==> src/rtl/ifg_pkg.sv <==
package ifg_pkg;
  typedef enum logic [1:0] {
    ST_WAIT  = 2'd0,
    ST_COUNT = 2'd1,
    ST_OPEN  = 2'd2
  } gap_state_t;

  localparam int unsigned WIN_OFFSET = 2;
  localparam int unsigned GAP_OFFSET = 5;
  localparam int unsigned WIN_LSB    = 8;
  localparam logic [31:0] CFG_RESET  = 32'h0000_0E13;
endpackage

==> src/rtl/ifg_cfg_reg.sv <==
module ifg_cfg_reg #(
  parameter int unsigned FIELD_W = 7
) (
  input  logic               clk,
  input  logic               rst,
  input  logic               wr_en,
  input  logic [31:0]        wr_data,
  output logic [31:0]        rd_data,
  output logic [FIELD_W-1:0] win_set,
  output logic [FIELD_W-1:0] gap_set
);
  import ifg_pkg::*;

  always_ff @(posedge clk) begin
    if (rst) begin
      win_set <= CFG_RESET[WIN_LSB +: FIELD_W];
      gap_set <= CFG_RESET[0 +: FIELD_W];
    end else if (wr_en) begin
      win_set <= wr_data[WIN_LSB +: FIELD_W];
      gap_set <= wr_data[0 +: FIELD_W];
    end
  end

  always_comb begin
    rd_data = '0;
    rd_data[WIN_LSB +: FIELD_W] = win_set;
    rd_data[0 +: FIELD_W]       = gap_set;
  end

  logic unused_rsvd;
  assign unused_rsvd = ^{wr_data[31:WIN_LSB+FIELD_W], wr_data[WIN_LSB-1:FIELD_W]};


  wr_visible_chk: assert property (@(posedge clk) disable iff (rst)
    $past(wr_en) && !$past(rst) |-> gap_set == $past(wr_data[0 +: FIELD_W]));
endmodule

==> src/rtl/ifg_tick_counter.sv <==
module ifg_tick_counter #(
  parameter int unsigned CNT_W = 8
) (
  input  logic             clk,
  input  logic             rst,
  input  logic             clear,
  input  logic             step,
  output logic [CNT_W-1:0] count
);
  always_ff @(posedge clk) begin
    if (rst || clear) count <= '0;
    else if (step)    count <= count + 1'b1;
  end
endmodule

==> src/rtl/ifg_gap_timer.sv <==
module ifg_gap_timer #(
  parameter int unsigned FIELD_W = 7
) (
  input  logic        clk,
  input  logic        rst,
  input  logic        cfg_wr_en,
  input  logic [31:0] cfg_wr_data,
  output logic [31:0] cfg_rd_data,
  input  logic        nib_tick,
  input  logic        crs,
  input  logic        tx_active,
  input  logic        tx_req,
  output logic        tx_ok,
  output logic        tx_grant
);
  import ifg_pkg::*;

  localparam int unsigned CNT_W = FIELD_W + 1;

  logic [FIELD_W-1:0] win_set, gap_set;
  logic [CNT_W-1:0]   win_len, gap_len, count;
  gap_state_t         state, state_nx;
  logic               cnt_clear, cnt_step, load;

  ifg_cfg_reg #(.FIELD_W(FIELD_W)) u_cfg (
    .clk(clk), .rst(rst), .wr_en(cfg_wr_en), .wr_data(cfg_wr_data),
    .rd_data(cfg_rd_data), .win_set(win_set), .gap_set(gap_set)
  );

  ifg_tick_counter #(.CNT_W(CNT_W)) u_cnt (
    .clk(clk), .rst(rst), .clear(cnt_clear), .step(cnt_step), .count(count)
  );

  always_comb begin
    state_nx = state;
    load     = 1'b0;
    unique case (state)
      ST_WAIT: begin
        if (!crs && !tx_active) begin
          state_nx = ST_COUNT;
          load     = 1'b1;
        end
      end
      ST_COUNT: begin
        if (tx_active || (crs && count < win_len))
          state_nx = ST_WAIT;
        else if (nib_tick && (count + 1'b1) >= gap_len)
          state_nx = ST_OPEN;
      end
      ST_OPEN: begin
        if (tx_active || crs) state_nx = ST_WAIT;
      end
      default: state_nx = ST_WAIT;
    endcase
  end

  assign cnt_clear = (state_nx != ST_COUNT);
  assign cnt_step  = (state == ST_COUNT) && (state_nx == ST_COUNT) && nib_tick;

  always_ff @(posedge clk) begin
    if (rst) begin
      state    <= ST_WAIT;
      win_len  <= '0;
      gap_len  <= '0;
      tx_ok    <= 1'b0;
      tx_grant <= 1'b0;
    end else begin
      state    <= state_nx;
      tx_ok    <= (state_nx == ST_OPEN);
      tx_grant <= (state_nx == ST_OPEN) && tx_req;
      if (load) begin
        win_len <= CNT_W'(win_set) + CNT_W'(WIN_OFFSET);
        gap_len <= CNT_W'(gap_set) + CNT_W'(GAP_OFFSET);
      end
    end
  end


  reset_state_chk: assert property (@(posedge clk)
    $past(rst) |-> !tx_ok && !tx_grant && cfg_rd_data == CFG_RESET);

  open_on_tick_chk: assert property (@(posedge clk) disable iff (rst)
    $rose(tx_ok) |-> $past(nib_tick));

  ok_hold_chk: assert property (@(posedge clk) disable iff (rst)
    tx_ok && !crs && !tx_active |=> tx_ok);

  grant_needs_ok_chk: assert property (@(posedge clk) disable iff (rst)
    tx_grant |-> tx_ok);

  len_frozen_chk: assert property (@(posedge clk) disable iff (rst)
    state == ST_COUNT && $past(state == ST_COUNT) |-> $stable(gap_len) && $stable(win_len));

  active_clears_chk: assert property (@(posedge clk) disable iff (rst)
    tx_active |=> !tx_ok);
endmodule

==> config.mk <==
export PLATFORM = sky130hd
export DESIGN_NAME = ifg_gap_timer
export DESIGN_NICKNAME = d
export VERILOG_FILES = /design/src/rtl/ifg_pkg.sv /design/src/rtl/ifg_cfg_reg.sv /design/src/rtl/ifg_tick_counter.sv /design/src/rtl/ifg_gap_timer.sv
export SDC_FILE = /design/constraint.sdc
export NUM_CORES = 1
export LEC_CHECK = 0
export ABC_CLOCK_PERIOD_IN_PS = 3400
export BUFFER_PORTS_ARGS = -buffer_cell sky130_fd_sc_hd__buf_2
export CORE_ASPECT_RATIO = 1.1
export CORE_MARGIN = 2
export CORE_UTILIZATION = 40
export DETAILED_ROUTE_END_ITERATION = 12
export PLACE_DENSITY = 0.65
export SLEW_MARGIN = 30
export SYNTH_ARGS = -nofsm -noshare
export SYNTH_HDL_FRONTEND = slang
export SYNTH_SLANG_ARGS = --single-unit
export TNS_END_PERCENT = 10
==> constraint.sdc <==
create_clock -name clk -period 3.4 [get_ports clk]
set_input_delay 0 -clock clk [delete_from_list [all_inputs] [get_ports clk]]
set_output_delay 0 -clock clk [all_outputs]
set_load 0.01 [all_outputs]
== Word level (Yosys, flattened, before mapping) ==
Cells that the tools add are included.

* Flip-flop bits (word level): 42
* Logic and storage cells: 37
* Output and inout bits: 34
* Input bits: 39

* Equal/unequal tests: 5
* Reductions and logical operators: 12
* $lt $le $gt $ge: 2
* Mux-type cells: 7
* Add/sub/neg operators: 3

{| class="wikitable"
|+ Operators with widths
! operator !! count
|-
| $add 7x2->8 const B || 1
|-
| $add 7x3->8 const B || 1
|-
| $add 8x1->8 const B || 1
|-
| $ge 8x8->1 || 1
|-
| $lt 8x8->1 || 1
|-
| $mux 2 || 4
|-
| $logic_and 1x1->1 || 6
|-
| $pmux 2 s3 || 1
|-
| $eq 2x1->1 const B || 2
|-
| $eq 2x2->1 const B || 2
|-
| $logic_or 1x1->1 || 3
|-
| $logic_not 1->1 || 2
|-
| $logic_not 2->1 || 1
|-
| $mux 1 || 2
|-
| $ne 2x1->1 const B || 1
|}

== Longest topological paths before layout ==
* Word-level depth: 9
* Depth in mapped cells: 11
* Depth with buffers taken out: 10

== Cells and area by module ==
From an unflattened synthesis, not the netlist that was laid out.

* Cell total of the unflattened synthesis: 279
* Area total of the unflattened synthesis: 2458.6 um2

{| class="wikitable"
|+ By module, submodules not included
! module !! cells an instance !! sequential area each (um2) !! area each (um2) !! instances
|-
| ifg_gap_timer || 163 || 400.4 || 1348.8 || 1
|-
| ifg_cfg_reg || 78 || 280.3 || 764.5 || 1
|-
| ifg_tick_counter || 38 || 160.2 || 345.3 || 1
|}

== Least setup slack after synthesis ==
No wires, ideal clock.

* Kind: register -> register
* From: register u_cnt.count[0]
* To: register u_cnt.count[1]
* Period minus slack after synthesis: 2.806 ns
* Cell stages (with the launch flop): 11
* Data arrival time: 2.725 ns
* Library setup time: 0.081 ns
* Slack: 0.594 ns
* Buffers on the path: 0
* Cells stage by stage: dfxtp_1 ha_1 and3_1 and3_1 xor2_1 ha_1 and2_1 a221oi_2 nand2_1 or4b_4 a211oi_2

* Word-level cells in the longest chain between the ends: 9
* Elaborated cells between the ends (all ways): 14
* Classes of those cells: add/sub: 1; order compare: 2; eq/ne: 2; mux: 3; reduce/logical: 6

{| class="wikitable"
|+ Ends and longest elaborated chain
! what !! line !! source
|-
| start: declaration || ifg_tick_counter.sv:8 || <nowiki>output logic [CNT_W-1:0] count</nowiki>
|-
| start signal: assignment || ifg_tick_counter.sv:12 || <nowiki>else if (step) count <= count + 1'b1;</nowiki>
|-
| $add 8x1->8 || ifg_tick_counter.sv:12, ifg_gap_timer.sv:47 ||
|-
| $ge 8x8->1 || ifg_gap_timer.sv:47 || <nowiki>else if (nib_tick && (count + 1'b1) >= gap_len)</nowiki>
|-
| $logic_and 1x1->1 || ifg_gap_timer.sv:47 ||
|-
| $mux 2 || ifg_gap_timer.sv:47 ||
|-
| $mux 2 || ifg_gap_timer.sv:45 || <nowiki>if (tx_active || (crs && count < win_len))</nowiki>
|-
| $pmux 2 s3 || ifg_gap_timer.sv:37 || <nowiki>unique case (state)</nowiki>
|-
| $eq 2x1->1 || ifg_gap_timer.sv:58 || <nowiki>assign cnt_step = (state == ST_COUNT) && (state_nx == ST_COUNT) && nib_tick;</nowiki>
|-
| $logic_and 1x1->1 (2 in a row) || ifg_gap_timer.sv:58 ||
|}

Parallel ways exist; a longest one is shown, timed or not.
A chain may end at the register's enable or synchronous reset.

== Final worst setup path ==
* From: register u_cnt.count[0]
* To: register u_cnt.count[6]

Same word-level chain as after synthesis.

==> results.json <==
{
  "outcome": "completed",
  "power.leakage_nw": 1.19,
  "row_count": 29,
  "ys_types": 45,
  "critPathSlowestCell": "dfxtp_1",
  "period_needed_ns": 3.11,
  "skew_ns": 0.00561,
  "post-route-drc-count": 0,
  "synth-compound-area-share": 0.182,
  "synth_edf_count": 0,
  "clock_sinks": 42,
  "first_iter_violations": 108,
  "path_class": "flop to flop",
  "place_hpwl_mm": 3.50,
  "hold_class": "input pin to flop",
  "synth_top_family_by_area": "simple AND/OR/NAND/NOR gates",
  "cp_cell_sequence": "ha_1 -> and3_1 -> and3_1 -> xor2_1 -> ha_1 -> and2_1 -> a221oi_2 -> buf_4 -> nand3_1 -> or4_1 -> a211oi_1",
  "peakVddDrop_uv": 277,
  "gr-usage-all-layers": 0.157,
  "initial_core_util": 0.418,
  "ys_top_cells_by_area": "dfxtp_1 35%, ha_1 9.3%, buf_4 5.9%",
  "timing.slew.headroom": 0.344,
  "place_congestion": 0.788,
  "drv_cap": 0,
  "cts_tree": "yes",
  "die_y_um": 85.7,
  "cp_slowest_stage_delay_ns": 0.45,
  "wl_per_cell_um": 12.3,
  "syn_inst": 273,
  "core_area_um2": 5810,
  "num_vias": 1982,
  "critical_path_buf_inv_count": 1,
  "arrival_ns": 3.31,
  "die_w_um": 78.3,
  "endpoint_kind": "flop",
  "gr-total-overflow": 0,
  "setup_tns_ns": 0,
  "ios": 73,
  "grt_pass1_wl_mm": 8.54,
  "power.density_nw_per_um2": 386,
  "avgViaCountPerCell": 4.98,
  "max_freq_ghz": 0.322,
  "synth_area_um2": 2430,
  "fin_crit_sh": 0.914,
  "yosys.area_share.adder": 0.0927,
  "synth-simple-area-share": 0.187,
  "routed_wl_mm": 4.90,
  "clock_latency_ns": 0.30,
  "cts-root-buf": "clkbuf_8",
  "cts_made_buffers": 5,
  "crit_required_ns": 3.60,
  "hold_ws_ns": 0.110,
  "numPortBuffers": 36,
  "tightest_slew_ns": 0.979,
  "drv_slew": 0,
  "nets": 377,
  "grt_antenna_before_repair": 0,
  "p_total_w": 0.00111,
  "cts_max_path_buffers": 2,
  "setup_viol": 0,
  "first_global_vias": 1845,
  "area_growth_syn_to_layout_pct": 18.1,
  "crit_family": "simple AND/OR/NAND/NOR gates",
  "synth_xor_area_frac": 0.0541,
  "synth_top_area_frac": 0.346,
  "antennaDiodeCount": 0,
  "synth_area_leader_cell": "dfxtp_1",
  "ys_warn_count": 0,
  "ys_async_sr_fraction": 0,
  "path_max_fanout": 6,
  "clk_pin_slew_ns": 0.09,
  "synth-seq-cells": 42,
  "ant_nets": 0,
  "synth_mux_area_frac": 0.0330,
  "finalHoldViolCount": 0,
  "synthFlopType": "dfxtp_1",
  "seq_area_frac_synth": 0.346,
  "worst_slack_ns": 0.294,
  "dr.pass1.iters": 4,
  "critPathLaunchType": "flop",
  "cts_max_level": 2,
  "die_area_um2": 6710,
  "drive_gt1_frac": 0.174,
  "pre_cts_ws_ns": 0.291,
  "grt_max_degree": 35,
  "rsz0062_at_grt": "false",
  "avgSynthCellArea_um2": 8.90
}
## kinds of logic after synthesis
| kind of cell | after synthesis |
|---|---|
| AOI/OAI and AO/OA | 58 |
| adders and majority gates | 18 |
| muxes | 8 |
| and+or+nand+nor | 85 |
| xor gates and xnor gates | 15 |
| DFF | 42 |
| buffers and inverters | 46 |
| other | 1 |
## flip-flops by register name, summed over array words and instances, names as in the netlist
name,flops
u_cfg.gap_set,7
gap_len,8
win_len,8
tx_grant,1
state,2
u_cnt.count,8
tx_ok,1
u_cfg.win_set,7
## worst paths after layout
check / start / end / slack [ns] / cells past startpoint
worst max-delay path: u_cnt.count[0]$_SDFFE_PP0P_ / u_cnt.count[6]$_SDFFE_PP0P_ / 0.29 / 11
worst min-delay path: tx_active / tx_grant$_SDFF_PP0_ / 0.11 / 4
worst max register to register: u_cnt.count[0]$_SDFFE_PP0P_ / u_cnt.count[6]$_SDFFE_PP0P_ / 0.29 / 11
worst min register to register: gap_len[2]$_SDFFE_PP0P_ / gap_len[2]$_SDFFE_PP0P_ / 0.45 / 2
## tightest hold or removal path, cell delays in order
cell and delay (ns):
buf_2 0.11, nor3_1 0.08, nand2_1 0.11, a21oi_1 0.07
## report_power, final
group | internal (W) | switching (W)
Clock | 0.000219 | 0.000182
Sequential | 0.000514 | 0.0000199
Combinational | 0.0000765 | 0.0000961
Total | 0.000810 | 0.000298
## Yosys cell counts (2+ instances only)
cell type and n:
a211o_1 6, a211oi_1 17, a21o_1 3, a21oi_1 10, a31oi_1 2, and3_1 4, buf_4 19, clkbuf_1 11
dfxtp_1 42, ha_1 18, inv_1 15, mux2i_1 8, nand2_1 17, nand2b_1 4, nand3_1 9, nand4_1 2
nor2_1 20, nor2b_1 8, nor3_1 3, o21ai_0 3, o31ai_1 8, or3_1 2, or4_1 7, xnor2_1 4
xor2_1 11
## per-layer routing
metal / GRT usage / wire length, um / share of wire / vias to the layer above
met5: 0 / 0 / 0 / -
met4: 0.0383 / 51 / 0.010 / 0
met3: 0.0326 / 191 / 0.039 / 5
met2: 0.266 / 2370 / 0.48 / 50
met1: 0.206 / 2290 / 0.47 / 894
li1: - / - / - / 1033
## cell type report
class	count	area, um2
fill	565	2940
multi-input combinational	202	1410
sequential	42	841
timing repair buffer	54	353
tap	77	96.3
clock buffer	6	72.6
inverter	15	56.3
clock inverter	2	37.5
## per-stage QoR
step           instances  area [um2]   util
2_1_floorplan        290        2490      -
3_3_place_gp         375        2600  0.448
3_5_place_dp         375        2600  0.448
4_1_cts              398        2860  0.493
5_1_grt              398        2870  0.494
6_report             398        2870  0.494
## layout by cell type (no fill, tap or decap), types with 3 or more instances in the layout
master	n
nor3_1	3
and3_1	4
inv_1	15
xnor2_1	4
nor2_1	20
buf_4	3
nand3_1	9
xor2_1	11
nand2b_1	4
conb_1	18
a211oi_1	17
clkbuf_8	5
or4_1	7
o31ai_1	8
a211o_1	6
ha_1	18
dfxtp_1	42
buf_2	36
nand2_1	17
dlygate4sd3_1	15
nor2b_1	8
o21ai_0	3
a21oi_1	10
a21o_1	3
mux2i_1	8
## repair_timing
item                                    in CTS  in global routing
endpoints found under the setup margin       0                  3
hold buffers                                15                  0
gates resized for setup                      0                  1
buffers inserted                             0                  0
hold endpoints to repair                    15                  0
(Power assumes the default switching activity.)
